### src/rtl/lcd_pwrup_pkg.sv
package lcd_pwrup_pkg;

    localparam int NUM_OPS     = 19;
    localparam int STEP_W      = $clog2(NUM_OPS);
    localparam int MAX_WAIT_MS = 200;

    typedef enum logic [1:0] {
        ST_HWRST,
        ST_WRITE,
        ST_PAUSE,
        ST_FINISHED
    } seq_state_e;

    typedef struct packed {
        logic [15:0] idx;
        logic [15:0] val;
        logic [7:0]  wait_ms;
    } seq_op_t;

endpackage

### src/rtl/lcd_delay_cnt.sv
module lcd_delay_cnt #(
    parameter int CNT_W    = 16,
    parameter int RST_LOAD = 0
) (
    input  logic             clk,
    input  logic             rst_n,
    input  logic             load_i,
    input  logic [CNT_W-1:0] load_val_i,
    output logic             zero_o
);

    logic [CNT_W-1:0] cnt_q;

    always_ff @(posedge clk or negedge rst_n) begin
        if (!rst_n) begin
            cnt_q <= CNT_W'(RST_LOAD);
        end else if (load_i) begin
            cnt_q <= load_val_i;
        end else if (cnt_q != '0) begin
            cnt_q <= cnt_q - 1'b1;
        end
    end

    assign zero_o = (cnt_q == '0);

endmodule

### src/rtl/lcd_op_table.sv
module lcd_op_table
    import lcd_pwrup_pkg::*;
(
    input  logic [STEP_W-1:0] step_i,
    input  logic [7:0]        step_up_i,
    input  logic [7:0]        ref_ratio_i,
    input  logic [7:0]        reg_gain_i,
    input  logic [7:0]        vcom_amp_i,
    input  logic [7:0]        vcomh_i,
    output seq_op_t           op_o,
    output logic              last_o
);

    logic [7:0] su_m, rr_m, rg_m, va_m, vh_m;

    always_comb begin
        su_m = step_up_i   & 8'h07;
        rr_m = ref_ratio_i & 8'h07;
        rg_m = reg_gain_i  & 8'h0F;
        va_m = vcom_amp_i  & 8'h1F;
        vh_m = vcomh_i     & 8'h3F;
    end

    function automatic seq_op_t mk(input logic [15:0] i, input logic [15:0] v,
                                   input logic [7:0] w);
        seq_op_t o;
        o.idx     = i;
        o.val     = v;
        o.wait_ms = w;
        return o;
    endfunction

    always_comb begin
        unique case (step_i)
            5'd0:    op_o = mk(16'h00E3, 16'h3008, 8'd0);
            5'd1:    op_o = mk(16'h00E7, 16'h0012, 8'd0);
            5'd2:    op_o = mk(16'h00EF, 16'h1231, 8'd0);
            5'd3:    op_o = mk(16'h0010, 16'h0000, 8'd0);
            5'd4:    op_o = mk(16'h0011, 16'h0007, 8'd0);
            5'd5:    op_o = mk(16'h0012, 16'h0000, 8'd0);
            5'd6:    op_o = mk(16'h0013, 16'h0000, 8'd200);
            5'd7:    op_o = mk(16'h0010, 16'h1090 | ({8'h00, su_m} << 8), 8'd0);
            5'd8:    op_o = mk(16'h0011, 16'h0220 | {8'h00, rr_m}, 8'd50);
            5'd9:    op_o = mk(16'h0012, {8'h00, rg_m}, 8'd50);
            5'd10:   op_o = mk(16'h0013, {va_m, 8'h00}, 8'd0);
            5'd11:   op_o = mk(16'h0029, {8'h00, vh_m}, 8'd0);
            5'd12:   op_o = mk(16'h002B, 16'h000C, 8'd50);
            5'd13:   op_o = mk(16'h0050, 16'h0000, 8'd0);
            5'd14:   op_o = mk(16'h0051, 16'h00EF, 8'd0);
            5'd15:   op_o = mk(16'h0052, 16'h0000, 8'd0);
            5'd16:   op_o = mk(16'h0053, 16'h013F, 8'd0);
            5'd17:   op_o = mk(16'h0060, 16'hA700, 8'd0);
            5'd18:   op_o = mk(16'h0007, 16'h0133, 8'd0);
            default: op_o = mk(16'h0000, 16'h0000, 8'd0);
        endcase
    end

    assign last_o = (step_i == STEP_W'(NUM_OPS - 1));

endmodule

### src/rtl/lcd_pwrup_seq.sv
module lcd_pwrup_seq
    import lcd_pwrup_pkg::*;
#(
    parameter int CLK_HZ     = 50_000_000,
    parameter int RST_CYCLES = 16
) (
    input  logic        clk,
    input  logic        rst_n,
    input  logic [7:0]  step_up_i,
    input  logic [7:0]  ref_ratio_i,
    input  logic [7:0]  reg_gain_i,
    input  logic [7:0]  vcom_amp_i,
    input  logic [7:0]  vcomh_i,
    input  logic        wr_ack_i,
    output logic        lcd_rst_n_o,
    output logic        cs_n_o,
    output logic        wr_req_o,
    output logic [15:0] wr_idx_o,
    output logic [15:0] wr_val_o,
    output logic        done_o
);

    localparam int CYC_PER_MS = (CLK_HZ / 1000 < 1) ? 1 : CLK_HZ / 1000;
    localparam int LOAD_MAX   = MAX_WAIT_MS * CYC_PER_MS + RST_CYCLES;
    localparam int CNT_W      = $clog2(LOAD_MAX + 1);

    seq_state_e        state_q;
    logic [STEP_W-1:0] step_q;
    seq_op_t           op;
    logic              op_last;
    logic              tmr_zero;
    logic              tmr_load;
    logic [CNT_W-1:0]  wait_load;

    lcd_op_table u_table (
        .step_i      (step_q),
        .step_up_i   (step_up_i),
        .ref_ratio_i (ref_ratio_i),
        .reg_gain_i  (reg_gain_i),
        .vcom_amp_i  (vcom_amp_i),
        .vcomh_i     (vcomh_i),
        .op_o        (op),
        .last_o      (op_last)
    );

    assign wait_load = CNT_W'(op.wait_ms) * CNT_W'(CYC_PER_MS) - CNT_W'(1);
    assign tmr_load  = (state_q == ST_WRITE) && wr_ack_i && (op.wait_ms != 8'd0);

    lcd_delay_cnt #(
        .CNT_W    (CNT_W),
        .RST_LOAD (RST_CYCLES - 1)
    ) u_delay (
        .clk        (clk),
        .rst_n      (rst_n),
        .load_i     (tmr_load),
        .load_val_i (wait_load),
        .zero_o     (tmr_zero)
    );

    // State register and step pointer
    always_ff @(posedge clk or negedge rst_n) begin
        if (!rst_n) begin
            state_q <= ST_HWRST;
            step_q  <= '0;
        end else begin
            unique case (state_q)
                ST_HWRST: begin
                    if (tmr_zero) state_q <= ST_WRITE;
                end
                ST_WRITE: begin
                    if (wr_ack_i) begin
                        if (op.wait_ms != 8'd0) begin
                            state_q <= ST_PAUSE;
                            step_q  <= step_q + 1'b1;
                        end else if (op_last) begin
                            state_q <= ST_FINISHED;
                        end else begin
                            step_q  <= step_q + 1'b1;
                        end
                    end
                end
                ST_PAUSE: begin
                    if (tmr_zero) state_q <= ST_WRITE;
                end
                ST_FINISHED: state_q <= ST_FINISHED;
                default:     state_q <= ST_HWRST;
            endcase
        end
    end

    // Outputs decoded from state
    always_comb begin
        lcd_rst_n_o = 1'b1;
        cs_n_o      = 1'b0;
        wr_req_o    = 1'b0;
        wr_idx_o    = 16'h0000;
        wr_val_o    = 16'h0000;
        done_o      = 1'b0;
        unique case (state_q)
            ST_HWRST: begin
                lcd_rst_n_o = 1'b0;
                cs_n_o      = 1'b1;
            end
            ST_WRITE: begin
                wr_req_o = 1'b1;
                wr_idx_o = op.idx;
                wr_val_o = op.val;
            end
            ST_PAUSE:    ;
            ST_FINISHED: done_o = 1'b1;
            default:     ;
        endcase
    end

endmodule

### config.mk
export PLATFORM = sky130hd
export DESIGN_NAME = lcd_pwrup_seq
export DESIGN_NICKNAME = d
export VERILOG_FILES = /design/src/rtl/lcd_pwrup_pkg.sv /design/src/rtl/lcd_delay_cnt.sv /design/src/rtl/lcd_op_table.sv /design/src/rtl/lcd_pwrup_seq.sv
export SDC_FILE = /design/constraint.sdc
export NUM_CORES = 1
export LEC_CHECK = 0
export BUFFER_PORTS_ARGS = -buffer_cell sky130_fd_sc_hd__buf_2
export CAP_MARGIN = 25
export CELL_PAD_IN_SITES_DETAIL_PLACEMENT = 0
export CELL_PAD_IN_SITES_GLOBAL_PLACEMENT = 1
export CORE_MARGIN = 2
export CORE_UTILIZATION = 40
export DETAILED_ROUTE_END_ITERATION = 16
export PLACE_DENSITY = 0.92
export SYNTH_ARGS = -nofsm -noshare
export SYNTH_HDL_FRONTEND = slang
export SYNTH_SLANG_ARGS = --single-unit
### constraint.sdc
create_clock -name clk -period 3.6 [get_ports clk]
set_clock_uncertainty 0.1 [all_clocks]
set_input_delay 0.9 -clock clk [delete_from_list [all_inputs] [get_ports clk]]
set_output_delay 0.9 -clock clk [all_outputs]
set_load 0.01 [all_outputs]
==> impl_metrics.json, run 1 <==
{
  "async_flop_share": 1.00,
  "ctsLongestPathBuffers": 2,
  "wl_per_cell_um": 14.0,
  "design_area_sq_um": 2970,
  "setup_viol": 0,
  "synth_edf_count": 0,
  "avgSynthCellArea_sq_um": 8.05,
  "routed_wirelength_um": 6230,
  "num_antenna_cells": 0,
  "peakVddDrop_v": 0.000158,
  "start_kind": "register",
  "multiInputGateArea_sq_um": 1630,
  "core-area_sq_um": 6280,
  "grt_max_degree": 32,
  "min_period_over_period": 0.941,
  "root_buffer": "clkbuf_8",
  "drv_cap": 0,
  "synth-seq-area-share": 0.305,
  "drc_errors": 0,
  "area_delta_synth_final_pct": 16.1,
  "clk_latency_ns": 0.28,
  "fin_nets": 420,
  "gp_congestion": 0.855,
  "clock.fmax_mhz": 295,
  "fin_crit_ns": 3.39,
  "critPathCaptureType": "output port",
  "rsz0062_at_grt": "no",
  "grt_pass1_wl_um": 10700,
  "grt_pass1_vias": 2292,
  "worstSetupEndpoint": "wr_val_o[13]",
  "cts_tree": "yes",
  "synth_area_leaders": "dfrtp_1 (26%), nand2_1 (5.1%), xor2_1 (5.1%)",
  "htree_levels": 2,
  "critPathLaunch": "step_q[0]",
  "hold_class": "reg2reg",
  "reg2reg_depth": 9,
  "grt_overflow": 0,
  "antenna_found_initial": 0,
  "cts.sinks": 31,
  "p_per_area_nw_per_um2": 221,
  "postRouteAntennaNets": 0,
  "crit_arrival_ns": 2.39,
  "die_h_um": 84.0,
  "finalMaxSlewViolations": 0,
  "drive_gt1_frac": 0.231,
  "r2r_start": "step_q[0]",
  "cts.reportedPaths.clkPinSlew_ns": 0.07,
  "status": "complete, no violations",
  "io_pins": 79,
  "synth_largest_area_cell": "dfrtp_1",
  "postSynthCellCount": 318,
  "fillers": 641,
  "die_w_um": 84.0,
  "vias_per_cell": 5.47,
  "max_slew_margin": 0.546,
  "die-area_sq_um": 7050,
  "syn_area_sq_um": 2560,
  "rows": 29,
  "synth.distinct_cells": 61,
  "worstSetupPathType": "reg2out",
  "hold_viol_final": 0,
  "groute.usage.overall": 0.181,
  "timing.hold.ws_ns": 0.471,
  "met3RoutedLength_um": 317,
  "synth_top_area_share": 0.264,
  "first_pass_iters": 4,
  "drt_iter0_drc": 148,
  "hpwl_um": 4580,
  "portBuffers": 50,
  "r2r_slack_ns": 0.69,
  "required_ns": 2.60,
  "worst-slew-pin-transition_ns": 0.681,
  "setup_tns_ns": 0,
  "ys_top_cells_by_count": "nand2_1 (35), nor2_1 (30), dfrtp_1 (27), o21ai_0 (26), xor2_1 (15)",
  "p_leak_nw": 1.27,
  "fin_util": 0.473,
  "path_max_fanout": 20,
  "top_layer": "met4",
  "seqCellArea_sq_um": 781,
  "vias": 2435,
  "wl_met1_um": 2810,
  "r2r-end": "step_q[3]",
  "synth_ff_type": "dfrtp_1",
  "synth_warnings": 0,
  "initial_utilization": 0.408,
  "yosysMostFrequentCell": "nand2_1",
  "synth.ff_latch_count": 31,
  "placed_area_sq_um": 2870,
  "wl_met2_um": 3060,
  "cts_buffers": 5
}
## sequential cells by signal, summed over array words and instances (netlist names)
signal	cells
u_delay.cnt_q	24
step_q	5
state_q	2
## area by class of cell
cell class | instances | area share
clock buffer | 7 | 0.0291
clock inverter | 1 | 0.00168
inverter | 12 | 0.0152
multi-input combinational | 257 | 0.549
sequential | 31 | 0.263
tap | 77 | 0.0324
timing repair buffer | 60 | 0.110
## layer usage
metal | up-vias | track usage
li1 | 1208 | -
met1 | 1158 | 0.243
met2 | 65 | 0.311
met3 | 4 | 0.0326
met4 | 0 | 0.0264
met5 | - | 0
## critical path: stages, from the launching register on
cell	delay, ns
dfrtp_1	0.41
inv_1	0.14
ha_1	0.21
buf_4	0.21
mux2_2	0.17
nand2_1	0.06
and2_1	0.19
a31o_4	0.33
nor4_2	0.22
buf_2	0.17
## worst min-delay path by stage
| stage | to | depth (start not counted) | slack, ns | from |
|---|---|---|---|---|
| floorplan | state_q[1] | 2 | 0.41 | state_q[0] |
| global placement | u_delay.cnt_q[4] | 2 | 0.44 | u_delay.cnt_q[4] |
| detailed placement | u_delay.cnt_q[4] | 2 | 0.46 | u_delay.cnt_q[4] |
| CTS | u_delay.cnt_q[4] | 2 | 0.47 | u_delay.cnt_q[4] |
| global route | u_delay.cnt_q[2] | 2 | 0.50 | u_delay.cnt_q[2] |
| finish | u_delay.cnt_q[4] | 2 | 0.47 | u_delay.cnt_q[4] |
## kinds of logic (layout without fill, tap and decap cells)
family / after synthesis / after routing / synth area share
fa+ha+maj: 10 / 10 / 0.0489
other cells: 1 / 9 / 0.00147
buf+inv: 38 / 80 / 0.0743
flops: 31 / 31 / 0.305
xor+xnor: 25 / 25 / 0.0856
mux: 4 / 4 / 0.0161
simple gates: 133 / 133 / 0.283
compound gates: 76 / 76 / 0.185
## power by group
group | switching, mW | internal, mW | leakage [nW]
sequential | 0 | 0.348 | 0.373
combinational | 0.0151 | 0.0108 | 0.845
clock | 0.128 | 0.154 | 0.0482
## stage by stage
step | total power [mW] | setup slack (ns) | std cells
floorplan | 0.369 | 0.723 | 326
global placement | 0.381 | 0.360 | 437
detailed placement | 0.381 | 0.363 | 437
CTS | 0.661 | 0.0685 | 445
global route | 0.677 | 0.00404 | 445
finish | 0.657 | 0.213 | 445
## cells in the final DEF (no fill, tap or decap), types with 3 or more instances in the layout
cell type and n:
nand2b_1 4, a21oi_1 14, and2_1 4, ha_1 10
conb_1 9, o21ai_1 6, mux2i_1 3, nand4_1 6
or3_1 5, nor3b_1 3, xor2_1 15, nand2_1 35
buf_2 50, a22oi_1 3, nor2_1 30, nor4_1 6
buf_4 10, nor2b_1 7, or2_2 3, xnor2_1 10
inv_1 12, nor3_1 8, nand3_1 7, a31oi_1 3
clkbuf_8 6, dfrtp_1 27, dfstp_2 4, o21ai_0 26
## what timing repair did
action / CTS / global route
hold buffers: 0 / 0
resized for setup: 0 / 2
endpoints found under the hold margin: 0 / 0
setup endpoints to repair: 0 / 20
buffers inserted: 0 / 0
No activity file was read; power rests on OpenSTA's default activity.
==> run 2, diff against run 1 <==
CELL_PAD_IN_SITES_DETAIL_PLACEMENT = default   (was 0)
CELL_PAD_IN_SITES_GLOBAL_PLACEMENT = default   (was 1)
CORE_UTILIZATION = 56   (was 40)
clock period = 4.2 ns   (was 3.6 ns; I/O delays follow)
==> impl_metrics.json, run 2 (synthesis results as in run 1) <==
{
  "path_buf_inv": 2,
  "setup_tns_ns": 0,
  "layout_setup_ws_ns": 0.289,
  "critPathCaptureType": "output port",
  "reg2reg_depth": 8,
  "p_int_mw": 0.500,
  "worstSetupPathType": "reg2out",
  "clk_latency_ns": 0.29,
  "start_kind": "register",
  "p_comb_frac": 0.035,
  "postRouteAntennaNets": 0,
  "required_ns": 3.05,
  "fin_util": 0.663,
  "grt_overflow": 0,
  "critPathMaxStageDelay_ns": 0.52,
  "fin_nets": 414,
  "groute.usage.overall": 0.265,
  "regMostFlops": "u_delay.cnt_q",
  "netSwitchingFraction": 0.209,
  "wl_per_cell_um": 15.5,
  "max_slew_margin": 0.550,
  "r2r-end": "u_delay.cnt_q[9]",
  "die_w_um": 71.6,
  "worst-slew-pin-transition_ns": 0.676,
  "cp_slowest_cell": "ha_1",
  "critPathTopFamily": "simple AND/OR/NAND/NOR gates",
  "cts_tree": "yes",
  "num_antenna_cells": 0,
  "die-area_sq_um": 5130,
  "cp.depth": 8,
  "dp_slack_ns": 0.646,
  "holdBufCountCts": 0,
  "fin_cells": 414,
  "die_h_um": 71.6,
  "setup_viol": 0,
  "design_area_sq_um": 2910,
  "htree_levels": 2,
  "drv_cap": 0,
  "grt_pass1_vias": 2371,
  "cts_buffers": 5,
  "fillers": 363,
  "layout_common_cells": "buf_2 (50), nand2_1 (35), nor2_1 (30)",
  "min_period_over_period": 0.931,
  "p_leak_nw": 1.25,
  "crit_chain": "inv_1, ha_1, nor3_1, nand3b_1, and2_1, a31o_2, nor4_2, buf_2",
  "min_to": "state_q[0]",
  "largest_register_ffs": 24,
  "hpwl_um": 4370,
  "seqPwrFrac": 0.473,
  "path_max_fanout": 20,
  "io_pins": 79,
  "status": "complete, no violations",
  "layout_commonest_cell": "buf_2",
  "rows": 24,
  "vias": 2530,
  "clock.fmax_mhz": 256,
  "finalMaxSlewViolations": 0,
  "finalPower_mw": 0.632,
  "initial_utilization": 0.584,
  "hold_viol_final": 0,
  "critPathLaunch": "step_q[1]",
  "p_per_area_nw_per_um2": 217,
  "cts.reportedPaths.clkPinSlew_ns": 0.07,
  "holdPathStages": 1,
  "fin_crit_ns": 3.91,
  "hold_class": "reg2reg",
  "worstHoldStart": "state_q[0]",
  "rsz0062_at_grt": "no",
  "r2r_slack_ns": 1.21,
  "core-area_sq_um": 4380,
  "placed_area_sq_um": 2790,
  "routed_wirelength_um": 6400,
  "crit_arrival_ns": 2.76,
  "timing.hold.ws_ns": 0.474,
  "grt_pass1_wl_um": 10900,
  "gp_congestion": 0.851,
  "antenna_found_initial": 0,
  "drc_errors": 0,
  "dp_cells": 406,
  "first_pass_iters": 5,
  "drt_iter0_drc": 296,
  "seqCellArea_sq_um": 781,
  "multiInputGateArea_sq_um": 1620,
  "peakVddDrop_v": 0.000151,
  "area_delta_synth_final_pct": 13.6,
  "vias_per_cell": 6.11,
  "grt_max_degree": 32,
  "drive_gt1_frac": 0.218,
  "cts.sinks": 31,
  "r2r_start": "step_q[1]",
  "top_regs": "u_delay.cnt_q x24, step_q x5, state_q x2",
  "post_cts_buffers": 0,
  "root_buffer": "clkbuf_8",
  "portBuffers": 50,
  "switching_power_mw": 0.132,
  "clkPwrFrac": 0.492,
  "ctsLongestPathBuffers": 2,
  "cts_resized": 0
}
run 2: changes by cell type in the layout (fill, tap and decap cells not counted), sizes merged:
cell    previous run  this run
bufinv             0         1
clkbuf             7         6
buf               60        54
run 2: final cells by class:
class,instances,share of cell area
Inverter,12,0.0155
Timing Repair Buffer,54,0.0964
Sequential cell,31,0.269
Multi-Input combinational cell,257,0.557
Clock buffer,6,0.0284
Tap cell,52,0.0224
Clock inverter,2,0.0121
run 2: power groups by stage:
stage	registers (mW)	logic (mW)	clock network [mW]
floorplan	0.304	0.0122	0
global placement	0.304	0.0224	0
detailed placement	0.304	0.0227	0
CTS	0.299	0.0227	0.315
global route	0.298	0.0253	0.329
finish	0.299	0.0223	0.311
run 2: layer usage:
metal	global-route usage	vias to the layer above	routed length (um)	share of wire
met4	0.153	0	176	0.028
met2	0.417	117	3130	0.49
met3	0.0563	22	410	0.064
li1	-	1194	-	-
met5	0	-	0	0
met1	0.337	1197	2680	0.42
run 2: worst max path at each step:
| stage | endpoint | slack (ns) |
|---|---|---|
| detailed placement | wr_val_o[13] | 0.65 |
| global route | wr_val_o[0] | 0.1 |
| finish | wr_val_o[13] | 0.29 |
| global placement | wr_val_o[13] | 0.69 |
| CTS | wr_val_o[13] | 0.32 |
| floorplan | wr_idx_o[1] | 1.17 |
==> run 3, diff against run 2 <==
ABC_AREA = 1   (was default)
CORE_UTILIZATION = 57   (was 56)
PLACE_DENSITY = 0.93   (was 0.92)
==> impl_metrics.json, run 3 <==
{
  "status": "complete, no violations",
  "grt_overflow": 0,
  "num_antenna_cells": 0,
  "grt_pass1_vias": 2665,
  "cts_tree": "yes",
  "met3RoutedLength_um": 369,
  "grt_pass1_wl_um": 11200,
  "finalPower_mw": 0.627,
  "required_ns": 3.05,
  "worstSetupPathType": "reg2out",
  "area_delta_synth_final_pct": 12.9,
  "hold_viol_final": 0,
  "ys_top_cells_by_count": "nand2_1 (80), nor2_1 (64), inv_1 (55), nand3_1 (40), a21oi_1 (35)",
  "die_h_um": 73,
  "critPathLaunch": "step_q[0]",
  "cts.sinks": 31,
  "layout_setup_ws_ns": 0.822,
  "start_kind": "register",
  "initial_utilization": 0.582,
  "drive_gt1_frac": 0.206,
  "yosysMostFrequentCell": "nand2_1",
  "setup_viol": 0,
  "drt_iter0_drc": 206,
  "vias": 2889,
  "clk_latency_ns": 0.29,
  "avgSynthCellArea_sq_um": 6.54,
  "groute.usage.overall": 0.265,
  "drv_cap": 0,
  "synth.distinct_cells": 33,
  "drc_errors": 0,
  "fin_crit_ns": 3.38,
  "post_cts_buffers": 0,
  "die_w_um": 73,
  "p_leak_nw": 1.86,
  "antenna_found_initial": 0,
  "synth-seq-area-share": 0.288,
  "hpwl_um": 5070,
  "root_buffer": "clkbuf_8",
  "rsz0062_at_grt": "no",
  "r2r_start": "step_q[0]",
  "htree_levels": 2,
  "worst-slew-pin-transition_ns": 0.708,
  "critPathCaptureType": "output port",
  "syn_area_sq_um": 2710,
  "synth_ff_type": "dfrtp_1",
  "synth_warnings": 0,
  "io_pins": 79,
  "synth.ff_latch_count": 31,
  "path_max_fanout": 9,
  "crit_arrival_ns": 2.23,
  "routed_wirelength_um": 6640,
  "fillers": 426,
  "r2r_slack_ns": 1.01,
  "synth_largest_area_cell": "dfrtp_1",
  "synth_area_leaders": "dfrtp_1 (25%), nand2_1 (11%), nor2_1 (8.9%)",
  "portBuffers": 50,
  "wl_per_cell_um": 12.8,
  "layout_common_cells": "nand2_1 (80), nor2_1 (64), inv_1 (55)",
  "regMostFlops": "u_delay.cnt_q",
  "p_per_area_nw_per_um2": 204,
  "r2r-end": "u_delay.cnt_q[5]",
  "largest_register_ffs": 24,
  "clock.fmax_mhz": 296,
  "grt_max_degree": 32,
  "setup_tns_ns": 0,
  "synth_edf_count": 0,
  "max_slew_margin": 0.528,
  "first_pass_iters": 7,
  "wl_met1_um": 2670,
  "layout_commonest_cell": "nand2_1",
  "top_regs": "u_delay.cnt_q x24, step_q x5, state_q x2",
  "peakVddDrop_v": 0.000156,
  "min_period_over_period": 0.804,
  "cts_resized": 0,
  "synth_top_area_share": 0.249,
  "worstSetupEndpoint": "wr_val_o[2]",
  "gp_congestion": 0.934,
  "top_layer": "met4",
  "cts.reportedPaths.clkPinSlew_ns": 0.07,
  "vias_per_cell": 5.57,
  "postRouteAntennaNets": 0,
  "fin_nets": 517,
  "async_flop_share": 1.00,
  "rows": 25,
  "postSynthCellCount": 415,
  "ctsLongestPathBuffers": 2,
  "dp_slack_ns": 1.07,
  "core-area_sq_um": 4660,
  "reg2reg_depth": 15,
  "die-area_sq_um": 5330,
  "cts_buffers": 5,
  "finalMaxSlewViolations": 0,
  "wl_met2_um": 3370,
  "holdBufCountCts": 0,
  "hold_class": "reg2reg"
}
[run 3: where the power goes]
group,switching (mW),total (mW),internal (mW)
registers,0,0.299,0.299
logic,0.0128,0.0203,0.00751
clock network,0.116,0.308,0.192
[run 3: kinds of logic (layout without fill, tap and decap cells)]
logic type	Yosys count	after routing	share of synthesized area
and+or+nand+nor	223	223	0.377
buffers and inverters	76	118	0.126
xor gates and xnor gates	8	8	0.0258
AOI/OAI and AO/OA	66	66	0.136
adders and majority gates	10	10	0.0461
DFF	31	31	0.288
other	1	9	0.00138
[run 3: worst min-delay path by stage]
| stage | from | endpoint | slack, ns | cells past startpoint |
|---|---|---|---|---|
| after CTS | u_delay.cnt_q[1] | u_delay.cnt_q[1] | 0.41 | 2 |
| after global placement | u_delay.cnt_q[1] | u_delay.cnt_q[1] | 0.40 | 2 |
| after global routing | u_delay.cnt_q[1] | u_delay.cnt_q[1] | 0.44 | 2 |
| final | u_delay.cnt_q[1] | u_delay.cnt_q[1] | 0.41 | 2 |
| after detailed placement | u_delay.cnt_q[1] | u_delay.cnt_q[1] | 0.40 | 2 |
| after floorplan | u_delay.cnt_q[1] | u_delay.cnt_q[1] | 0.38 | 2 |
[run 3: area by class of cell]
type / count / area, sq um / share of cell area
well taps: 54 / 67.6 / 0.0220
inverters: 60 / 226 / 0.0739
repair buffers: 50 / 250 / 0.0817
clock buffers: 6 / 82.6 / 0.0269
clock inverters: 2 / 35.0 / 0.0114
flip-flops and latches: 31 / 781 / 0.255
multi-input cells: 316 / 1620 / 0.529
[run 3: worst max-delay path, stage by stage, from the launching register on]
cell and delay (ns):
dfrtp_1 0.41, inv_1 0.14, ha_1 0.20, inv_1 0.06
nor2_2 0.30, nand2_1 0.21, o21ai_0 0.22, nor2_1 0.10
a41oi_1 0.16, buf_2 0.16
[run 3: per-layer routing]
metal	up-vias	GRT usage
li1	1409	-
met1	1329	0.304
met2	124	0.458
met3	27	0.0511
met4	0	0.148
met5	-	0
[run 3: through the flow]
stage / instance area (sq um) / cells / util / hold WS [ns]
floorplan: 2740 / 423 / - / 0.379
global placement: 2950 / 511 / 0.632 / 0.396
detailed placement: 2950 / 511 / 0.632 / 0.403
CTS: 3060 / 519 / 0.657 / 0.413
global route: 3060 / 519 / 0.657 / 0.441
finish: 3060 / 519 / 0.657 / 0.410
